$ cat config.mk
export PLATFORM = sky130hd
export DESIGN_NAME = evt_timer
export DESIGN_NICKNAME = d
export VERILOG_FILES = /design/src/rtl/evt_timer_pkg.sv /design/src/rtl/evt_timer_regs.sv /design/src/rtl/evt_timer_count.sv /design/src/rtl/evt_timer_status.sv /design/src/rtl/evt_timer.sv
export SDC_FILE = /design/constraint.sdc
export NUM_CORES = 1
export LEC_CHECK = 0
export BUFFER_PORTS_ARGS = -buffer_cell sky130_fd_sc_hd__buf_2
export CORE_MARGIN = 5
export CORE_UTILIZATION = 55
export CTS_BUF_LIST = sky130_fd_sc_hd__clkbuf_16
export CTS_CLUSTER_SIZE = 8
export DETAILED_ROUTE_END_ITERATION = 6
export GPL_TIMING_DRIVEN = 0
export PLACE_DENSITY = 0.78
export SYNTH_ARGS = -nofsm -noshare
export SYNTH_HDL_FRONTEND = slang
export SYNTH_SLANG_ARGS = --single-unit
$ cat constraint.sdc
create_clock -name clk -period 2.9 [get_ports clk]
set_clock_uncertainty 0.15 [all_clocks]
set_input_delay 0.435 -clock clk [delete_from_list [all_inputs] [get_ports clk]]
set_output_delay 0.435 -clock clk [all_outputs]
set_load 0.1 [all_outputs]
$ cat src/rtl/evt_timer_pkg.sv
package evt_timer_pkg;

   typedef enum logic [2:0] {
      REG_LOAD_LO = 3'd0,
      REG_LOAD_HI = 3'd1,
      REG_VAL_LO  = 3'd2,
      REG_VAL_HI  = 3'd3,
      REG_CTRL    = 3'd4,
      REG_IRQ     = 3'd5,
      REG_SHD_LO  = 3'd6,
      REG_SHD_HI  = 3'd7
   } reg_sel_e;

   localparam int CTL_PERIODIC = 0;
   localparam int CTL_RUN      = 1;
   localparam int CTL_WIDE     = 16;

   localparam int IRQ_ENABLE   = 0;
   localparam int IRQ_RAW      = 1;
   localparam int IRQ_MASKED   = 2;
   localparam int IRQ_ACK      = 3;

   localparam int SEL_W        = 3;

endpackage

$ cat src/rtl/evt_timer_regs.sv
module evt_timer_regs
   import evt_timer_pkg::*;
#(
   parameter int DATA_W = 32
) (
   input  logic                clk,
   input  logic                rst_n,
   input  logic                wr_en,
   input  reg_sel_e            sel,
   input  logic [DATA_W-1:0]   wdata,
   output logic [2*DATA_W-1:0] load,
   output logic                run,
   output logic                periodic,
   output logic                wide,
   output logic                irq_en,
   output logic                start,
   output logic                start_wide,
   output logic                ack
);

   localparam int HALVES = 2;

   logic [DATA_W-1:0] half_q [HALVES];
   logic              wr_ctrl;
   logic              wr_irq;

   assign wr_ctrl = wr_en && (sel == REG_CTRL);
   assign wr_irq  = wr_en && (sel == REG_IRQ);

   // one storage word per reload half
   for (genvar h = 0; h < HALVES; h++) begin : g_half
      localparam reg_sel_e HALF_SEL = (h == 0) ? REG_LOAD_LO : REG_LOAD_HI;
      always_ff @(posedge clk or negedge rst_n) begin
         if (!rst_n)
            half_q[h] <= '0;
         else if (wr_en && (sel == HALF_SEL))
            half_q[h] <= wdata;
      end
   end

   assign load = {half_q[1], half_q[0]};

   always_ff @(posedge clk or negedge rst_n) begin
      if (!rst_n) begin
         run      <= 1'b0;
         periodic <= 1'b0;
         wide     <= 1'b0;
      end else if (wr_ctrl) begin
         run      <= wdata[CTL_RUN];
         periodic <= wdata[CTL_PERIODIC];
         wide     <= wdata[CTL_WIDE];
      end
   end

   always_ff @(posedge clk or negedge rst_n) begin
      if (!rst_n)
         irq_en <= 1'b0;
      else if (wr_irq)
         irq_en <= wdata[IRQ_ENABLE];
   end

   // a start happens only on a clear-to-set transition of run
   assign start      = wr_ctrl && wdata[CTL_RUN] && !run;
   assign start_wide = wdata[CTL_WIDE];
   assign ack        = wr_irq && wdata[IRQ_ACK];

endmodule

$ cat src/rtl/evt_timer_count.sv
module evt_timer_count #(
   parameter int CNT_W = 64
) (
   input  logic             clk,
   input  logic             rst_n,
   input  logic             start,
   input  logic             start_wide,
   input  logic [CNT_W-1:0] load,
   input  logic             run,
   input  logic             periodic,
   input  logic             wide,
   input  logic             tick,
   output logic [CNT_W-1:0] count,
   output logic             expire
);

   localparam int HALF_W = CNT_W / 2;
   localparam logic [CNT_W-1:0] ONE = CNT_W'(1);

   function automatic logic [CNT_W-1:0] fit(input logic [CNT_W-1:0] v, input logic w);
      fit = w ? v : {{HALF_W{1'b0}}, v[HALF_W-1:0]};
   endfunction

   logic step;

   assign step   = run && tick && !start && (count != '0);
   assign expire = step && (count == ONE);

   always_ff @(posedge clk or negedge rst_n) begin
      if (!rst_n)
         count <= '0;
      else if (start)
         count <= fit(load, start_wide);
      else if (expire)
         count <= periodic ? fit(load, wide) : '0;
      else if (step)
         count <= count - ONE;
   end

endmodule

$ cat src/rtl/evt_timer_status.sv
module evt_timer_status (
   input  logic clk,
   input  logic rst_n,
   input  logic expire,
   input  logic ack,
   input  logic irq_en,
   output logic raw,
   output logic irq
);

   // expiry wins over a coincident acknowledge
   always_ff @(posedge clk or negedge rst_n) begin
      if (!rst_n)
         raw <= 1'b0;
      else if (expire)
         raw <= 1'b1;
      else if (ack)
         raw <= 1'b0;
   end

   assign irq = raw && irq_en;

endmodule

$ cat src/rtl/evt_timer.sv
module evt_timer
   import evt_timer_pkg::*;
#(
   parameter int DATA_W = 32,
   parameter int ADDR_W = 3
) (
   input  logic              clk,
   input  logic              rst_n,
   input  logic              tick_en,
   input  logic              bus_wr,
   input  logic              bus_rd,
   input  logic [ADDR_W-1:0] bus_word,
   input  logic [DATA_W-1:0] bus_wdata,
   output logic [DATA_W-1:0] bus_rdata,
   output logic              irq
);

   localparam int CNT_W = 2 * DATA_W;

   if (DATA_W != 32) begin : g_bad_data_w
      $error("evt_timer: DATA_W must be 32");
   end
   if (ADDR_W < SEL_W) begin : g_bad_addr_w
      $error("evt_timer: ADDR_W must cover eight words");
   end

   logic addr_ok;
   if (ADDR_W > SEL_W) begin : g_addr_wide
      assign addr_ok = ~|bus_word[ADDR_W-1:SEL_W];
   end else begin : g_addr_exact
      assign addr_ok = 1'b1;
   end

   reg_sel_e         sel;
   logic [CNT_W-1:0] load;
   logic [CNT_W-1:0] count;
   logic [CNT_W-1:0] shadow;
   logic             run, periodic, wide, irq_en;
   logic             start, start_wide, ack, expire, raw;
   logic [DATA_W-1:0] ctrl_word, irq_word;

   assign sel = reg_sel_e'(bus_word[SEL_W-1:0]);

   evt_timer_regs #(.DATA_W(DATA_W)) u_regs (
      .clk        (clk),
      .rst_n      (rst_n),
      .wr_en      (bus_wr && addr_ok),
      .sel        (sel),
      .wdata      (bus_wdata),
      .load       (load),
      .run        (run),
      .periodic   (periodic),
      .wide       (wide),
      .irq_en     (irq_en),
      .start      (start),
      .start_wide (start_wide),
      .ack        (ack)
   );

   evt_timer_count #(.CNT_W(CNT_W)) u_count (
      .clk        (clk),
      .rst_n      (rst_n),
      .start      (start),
      .start_wide (start_wide),
      .load       (load),
      .run        (run),
      .periodic   (periodic),
      .wide       (wide),
      .tick       (tick_en),
      .count      (count),
      .expire     (expire)
   );

   evt_timer_status u_status (
      .clk    (clk),
      .rst_n  (rst_n),
      .expire (expire),
      .ack    (ack),
      .irq_en (irq_en),
      .raw    (raw),
      .irq    (irq)
   );

   always_comb begin
      ctrl_word               = '0;
      ctrl_word[CTL_PERIODIC] = periodic;
      ctrl_word[CTL_RUN]      = run;
      ctrl_word[CTL_WIDE]     = wide;
   end

   always_comb begin
      irq_word             = '0;
      irq_word[IRQ_ENABLE] = irq_en;
      irq_word[IRQ_RAW]    = raw;
      irq_word[IRQ_MASKED] = raw && irq_en;
   end

   // snapshot of the full count, taken on a low-half snapshot read
   always_ff @(posedge clk or negedge rst_n) begin
      if (!rst_n)
         shadow <= '0;
      else if (bus_rd && addr_ok && (sel == REG_SHD_LO))
         shadow <= count;
   end

   always_ff @(posedge clk or negedge rst_n) begin
      if (!rst_n)
         bus_rdata <= '0;
      else if (bus_rd && addr_ok) begin
         unique case (sel)
            REG_LOAD_LO: bus_rdata <= load[DATA_W-1:0];
            REG_LOAD_HI: bus_rdata <= load[CNT_W-1:DATA_W];
            REG_VAL_LO:  bus_rdata <= count[DATA_W-1:0];
            REG_VAL_HI:  bus_rdata <= count[CNT_W-1:DATA_W];
            REG_CTRL:    bus_rdata <= ctrl_word;
            REG_IRQ:     bus_rdata <= irq_word;
            REG_SHD_LO:  bus_rdata <= count[DATA_W-1:0];
            REG_SHD_HI:  bus_rdata <= shadow[CNT_W-1:DATA_W];
            default:     bus_rdata <= '0;
         endcase
      end else
         bus_rdata <= '0;
   end

endmodule

==> Word level (Yosys, flattened, before mapping) <==
Index checks and enable logic that the tools add are counted.
{ "totals": {"reg_bits": 229, "latch_bits": 0, "ramBits": 0, "mem_bits_ro": 0, "inputBits": 40, "out_inout_bits": 33, "elab_cells": 49, "memories": 0} }
{ "classes": {"addsub": 1, "n_mul": 0, "div": 0, "n_lt_le_gt_ge": 0, "eq_ne": 8, "shifts": 0, "n_mux": 10, "bitwise_logic": 0, "reduce_logical": 20} }
{ "ops": {"columns": ["cell", "n"], "rows": [
  ["$mux 64", 6],
  ["$pmux 32 s7", 1],
  ["$eq 64x1->1 const B", 1],
  ["$reduce_bool 64->1", 1],
  ["$sub 64x1->64 const B", 1],
  ["$mux 32", 1],
  ["$logic_and 1x1->1", 13],
  ["$eq 3x3->1 const B", 4],
  ["$eq 3x2->1 const B", 2],
  ["$eq 3x1->1 const B", 1],
  ["$logic_not 3->1", 1],
  ["$reduce_bool 3->1", 1],
  ["$logic_not 1->1", 2],
  ["$mux 1", 2],
  ["$reduce_bool 2->1", 1],
  ["$reduce_or 2->1", 1]
]} }

==> Logic depth before layout (Yosys ltp) <==
{ "depth": {"depth_word": 10, "depth_mapped": 13} }

==> Hierarchy <==
A second synthesis with hierarchy kept.
{ "unflattened": {"hier_cells": 1125, "hier_area_um2": 11242.0} }
{ "by_module_without_submodules": {"columns": ["mod", "instances", "cells_per_inst", "area_per_inst_um2", "seq_area_each_um2"], "rows": [
  ["evt_timer_count", 1, 634, 5001.0, 1601.5],
  ["evt_timer", 1, 336, 3540.9, 1601.5],
  ["evt_timer_regs", 1, 151, 2657.5, 1701.6],
  ["evt_timer_status", 1, 4, 42.5, 25.0]
]} }

==> Worst setup path after synthesis <==
Ideal clock, no wire load.
{ "synth_timing": {"path_type": "register to register", "start": "register u_count.count[20]", "end": "register u_count.count[8]", "setup_ps": 126, "arrival_time_ps": 2648, "setup_slack_ps": -24, "path_stages_with_launch": 9, "n_path_buf": 1, "synth_period_minus_slack_ps": 2924, "cell_sequence": "dfrtp_1 -> or4_4 -> nor4_4 -> nand4_2 -> or3_4 -> nand2_1 -> buf_4 -> o31ai_1 -> a221o_1"} }
{ "synth_via": {"elab_chain_cells": 5, "word_cells_on_any_way": 7} }
{ "synth_lines": {"columns": ["element", "line", "text"], "rows": [
  ["start, declared", "evt_timer_count.sv:13", "output logic [CNT_W-1:0] count,"],
  ["start signal, assigned", "evt_timer_count.sv:33", "count <= fit(load, start_wide);"],
  ["start signal, assigned", "evt_timer_count.sv:35", "count <= periodic ? fit(load, wide) : '0;"],
  ["start signal, assigned", "evt_timer_count.sv:37", "count <= count - ONE;"],
  ["$reduce_bool 64->1", "evt_timer_count.sv:26", "assign step = run && tick && !start && (count != '0);"],
  ["$logic_and 1x1->1", "evt_timer_count.sv:26", null],
  ["$logic_and 1x1->1", "evt_timer_count.sv:27", "assign expire = step && (count == ONE);"],
  ["$mux 64", "evt_timer_count.sv:34", "else if (expire)"],
  ["$mux 64", "evt_timer_count.sv:32", "else if (start)"]
]} }
Several ways; a longest one is shown, not always the timed one.
A chain may end at the register's enable or synchronous reset.

==> Final worst setup path <==
{ "layout_timing": {"start": "register u_count.count[38]", "end": "register u_count.count[29]"} }
The elaborated chain is that of the path after synthesis.

==> results.txt <==
- Max-cap violations in this run came to 0.
- The clock passes through at most 2 buffers.
- Traced cell by cell, the critical path runs through or4_4, nor3_4, nand4_4, or3_4, clkbuf_16, a21oi_4, a211oi_2, a221o_1.
* Lkg Pwr: 5.50 nW
- For the worst-skew pair, the clock arrives at the later sink with an insertion delay of 0.45 ns.
- Buffer cell driving the clock tree root: clkbuf_16
* Hold violation total from the final report: 0
- The critical path is of the register to register type.
* Critical path fanouts, max: 8
- The number of clock buffers added by TritonCTS is 17.
- Pwr dens: 793 mW/mm^2
- STA classifies the critical path startpoint as a register.
- The largest single stage delay on the critical path is 0.56 ns.
* YS warnings: 0
- At the end of the flow, the number of nets in the layout was 1267.
- In the final routed layout, each cell accounts on average for 28.9 um.
- Length of the first detailed-routing pass in iterations: 6
- The worst hold path belongs to the class input port to register.
- Endpoint type of the worst setup path: register
- The routed design could run at a clock period as short as 3.07 ns.
- Area growth syn-to-layout: 28.7%
* Layout filler cell count: 1425
- Post-layout power: 0.0106 W
- STA puts the critical path data arrival time at 3.25 ns.
- Max Slew Vio Count: 0
- Row cnt: 50
- Measured along the x axis, the die boundary spans 148 um.
- Setup violations remaining at the end of the flow were counted as 56.
- When the netlist entered floorplanning its net count stood at 1099.
* Flop-to-flop setup slack: -0.17 ns
- For this run, the top clock speed supported by timing is 326 MHz.
- The worst pin sits at a relative slew slack of 1.01%.
- Peak ir drop on the vdd network: 0.487 mV
- WHS Path Cells: 2
- For this run, design rule violations remaining after detail routing come to 0.
- Fraction of layout cells with a size suffix above 1: 35.1%
- In this run the critical register-to-register path is launched from u_count.count[38].
* Overall Global Routing Usage: 37.5%
- Antenna Cells: 0
* Vertical extent of the die: 148 um
- The via count of the first global-routing pass was 10200.
* Slowest stage cell, crit path: or3_4
- Across all layers, the routed design uses 10600 vias.
- Register cell area after layout: 0.00495 mm^2
- Clock input transition at the sequential cells of the worst setup and hold paths: 0.08 ns
- In the post-route analysis, the smallest setup slack over all paths is -0.170 ns.
- Failing checks: setup timing
- Status: finished with violations
- Setup repair after global routing could not meet its margin everywhere.
* Netlist cell types: 65
- The initial utilization of the core area, before any placement, comes to 55.8%.
- For this run, the register share of the synthesized area comes to 47.4%.
- Post-route non-filler standard cell count: 1472
- Post-detailed-route count of antenna-violating nets: 0
- Synthesis handed over a netlist of 1057 instances.
* CP Data Required Time: 3.08 ns
- Pin count of the biggest net entering global routing: 103
* Share of the clock period used by the worst path after layout: 106%
- The core region is 0.0186 mm^2.
* Routability-driven placement congestion ratio: 1.03
* Post-synth EDFFs: 0
- Final core utilization: 71.8%
- GRT overflow: 0
- H-Tree Depth: 4
* Endpoint of the worst hold-timing path: u_regs.load[54]
- Async set-or-reset flop fraction in the synthesized netlist: 100%
- Measured in cells, the most critical reg-to-reg path has a length of 8.
- Iter 0 DRT Violations: 1471
- CTS saw 197 sinks.
- The synthesized design contains 197 register bits.
- Using the TritonRoute via totals, the vias-per-cell ratio works out to 7.18.
* Worst-margin pin slew: 1.48 ns
* Multi-input logic area: 0.00577 mm^2
- I/O pin total: 73
* Placed cells: 1362
- The die covers 0.0218 mm^2.
* CTS tree: yes
- The endpoint identified for the worst register-to-register timing path is u_count.count[29].
- The most used flip-flop cell after synthesis is dfrtp_1.
* Critical hold path startpoint: bus_wdata[22]
* Post-detail-place hpwl: 26700 um
- Routed wire length: 42500 um
- Initial antenna violation count: 1
* Mean instance size in the synthesized netlist: 9.85 um^2
- Before CTS, the worst setup slack after placement is -1.19 ns.
- The first global-routing pass estimated 61800 um of wire.
- Input/output buffers: 70
* Netlist Area Pre-Place: 0.0104 mm^2
==> sequential cells by signal, summed over array words and instances (netlist names) <==
signal and count:
u_count.count 64, u_regs.wide 1, u_regs.run 1, u_regs.load 64, shadow 32, bus_rdata 32
u_regs.irq_en 1, u_status.raw 1, u_regs.periodic 1
==> placed cells by master, fill, tap and decap left out, types with 21 or more instances in the layout <==
cell type / netlist / final
nor2_1: 53 / 43
nand2_1: 84 / 80
mux2_2: 94 / 94
dfrtp_1: 197 / 181
clkbuf_16: 0 / 23
o21ai_0: 56 / 51
a21oi_1: 129 / 113
a22oi_1: 47 / 39
buf_2: 10 / 69
clkbuf_1: 63 / 46
a221o_1: 21 / 21
buf_4: 3 / 65
nor3_1: 39 / 26
==> Yosys cell counts (all sizes together) (21+ instances only) <==
library cell	number	area share, %
nor2	53	1.9
nor3	42	2.2
mux2	94	10
nand2	84	3.0
o21ai	69	3.3
a22oi	47	3.4
a21oi	130	6.4
a221o	21	2.0
nor4	21	1.6
clkbuf	63	2.3
dfrtp	197	47
==> per-stage QoR <==
step / hold WS [ns] / setup TNS [ns] / cell area, um^2
after floorplan: -0.0106 / 0 / 10400
after global placement: 0.316 / -452.17 / 11100
after detailed placement: 0.325 / -68.07 / 11100
after CTS: 0.0742 / -0.999 / 12600
after global routing: 0.0733 / -6.29 / 13400
final: 0.0730 / -4.40 / 13400
==> final cells by class <==
class | count | area share, %
multi-input combinational | 768 | 43.1
clock inverter | 15 | 1.09
clock buffer | 17 | 3.18
sequential | 197 | 37.0
buffer | 71 | 3.77
inverter | 11 | 0.308
tap | 234 | 2.19
timing repair buffer | 159 | 9.43
==> metal layers <==
layer | vias up | wire [um] | track usage (%) | part of all wire [%]
li1 | 4293 | - | - | -
met1 | 5226 | 16100 | 50.3 | 38
met2 | 844 | 18600 | 56.8 | 44
met3 | 203 | 5210 | 10.5 | 12
met4 | 2 | 2590 | 17.3 | 6.1
met5 | - | 8 | 0 | 0.019
==> critical path, delay by kind of cell, from the launching register on <==
family                 cells  cell delay (ns)
AOI/OAI and AO/OA          3             0.47
buffers and inverters      1             0.22
DFF                        1             0.52
and+or+nand+nor            4             1.59
==> where the power goes <==
group          switching, W  internal, W
Combinational       0.00224      0.00165
Sequential         0.000909      0.00343
Clock               0.00118      0.00121
Total               0.00433      0.00629
==> worst max path at each step <==
stage	from	to
after floorplan	u_count.count[20]	u_count.count[27]
after global placement	rst_n	shadow[59]
after detailed placement	u_count.count[4]	u_count.count[60]
after CTS	u_count.count[11]	u_count.count[37]
after global routing	u_count.count[11]	u_count.count[29]
final	u_count.count[38]	u_count.count[29]
==> what timing repair did <==
action / CTS / global route
hold buffers: 1 / 0
gates resized for setup: 130 / 98
gates cloned: 2 / 6
setup buffers: 53 / 26
setup endpoints to repair: 65 / 64
endpoints found under the hold margin: 95 / 0
pin swaps: 29 / 27
==> cell families after synthesis <==
kind of cell	after synthesis	share of synthesized area [%]
xor gates and xnor gates	27	2.27
AOI/OAI and AO/OA	345	21.1
muxes	98	10.6
DFF	197	47.4
and+or+nand+nor	296	15.0
adders and majority gates	2	0.240
buffers and inverters	92	3.55
Power figures use the tool's default switching activity.
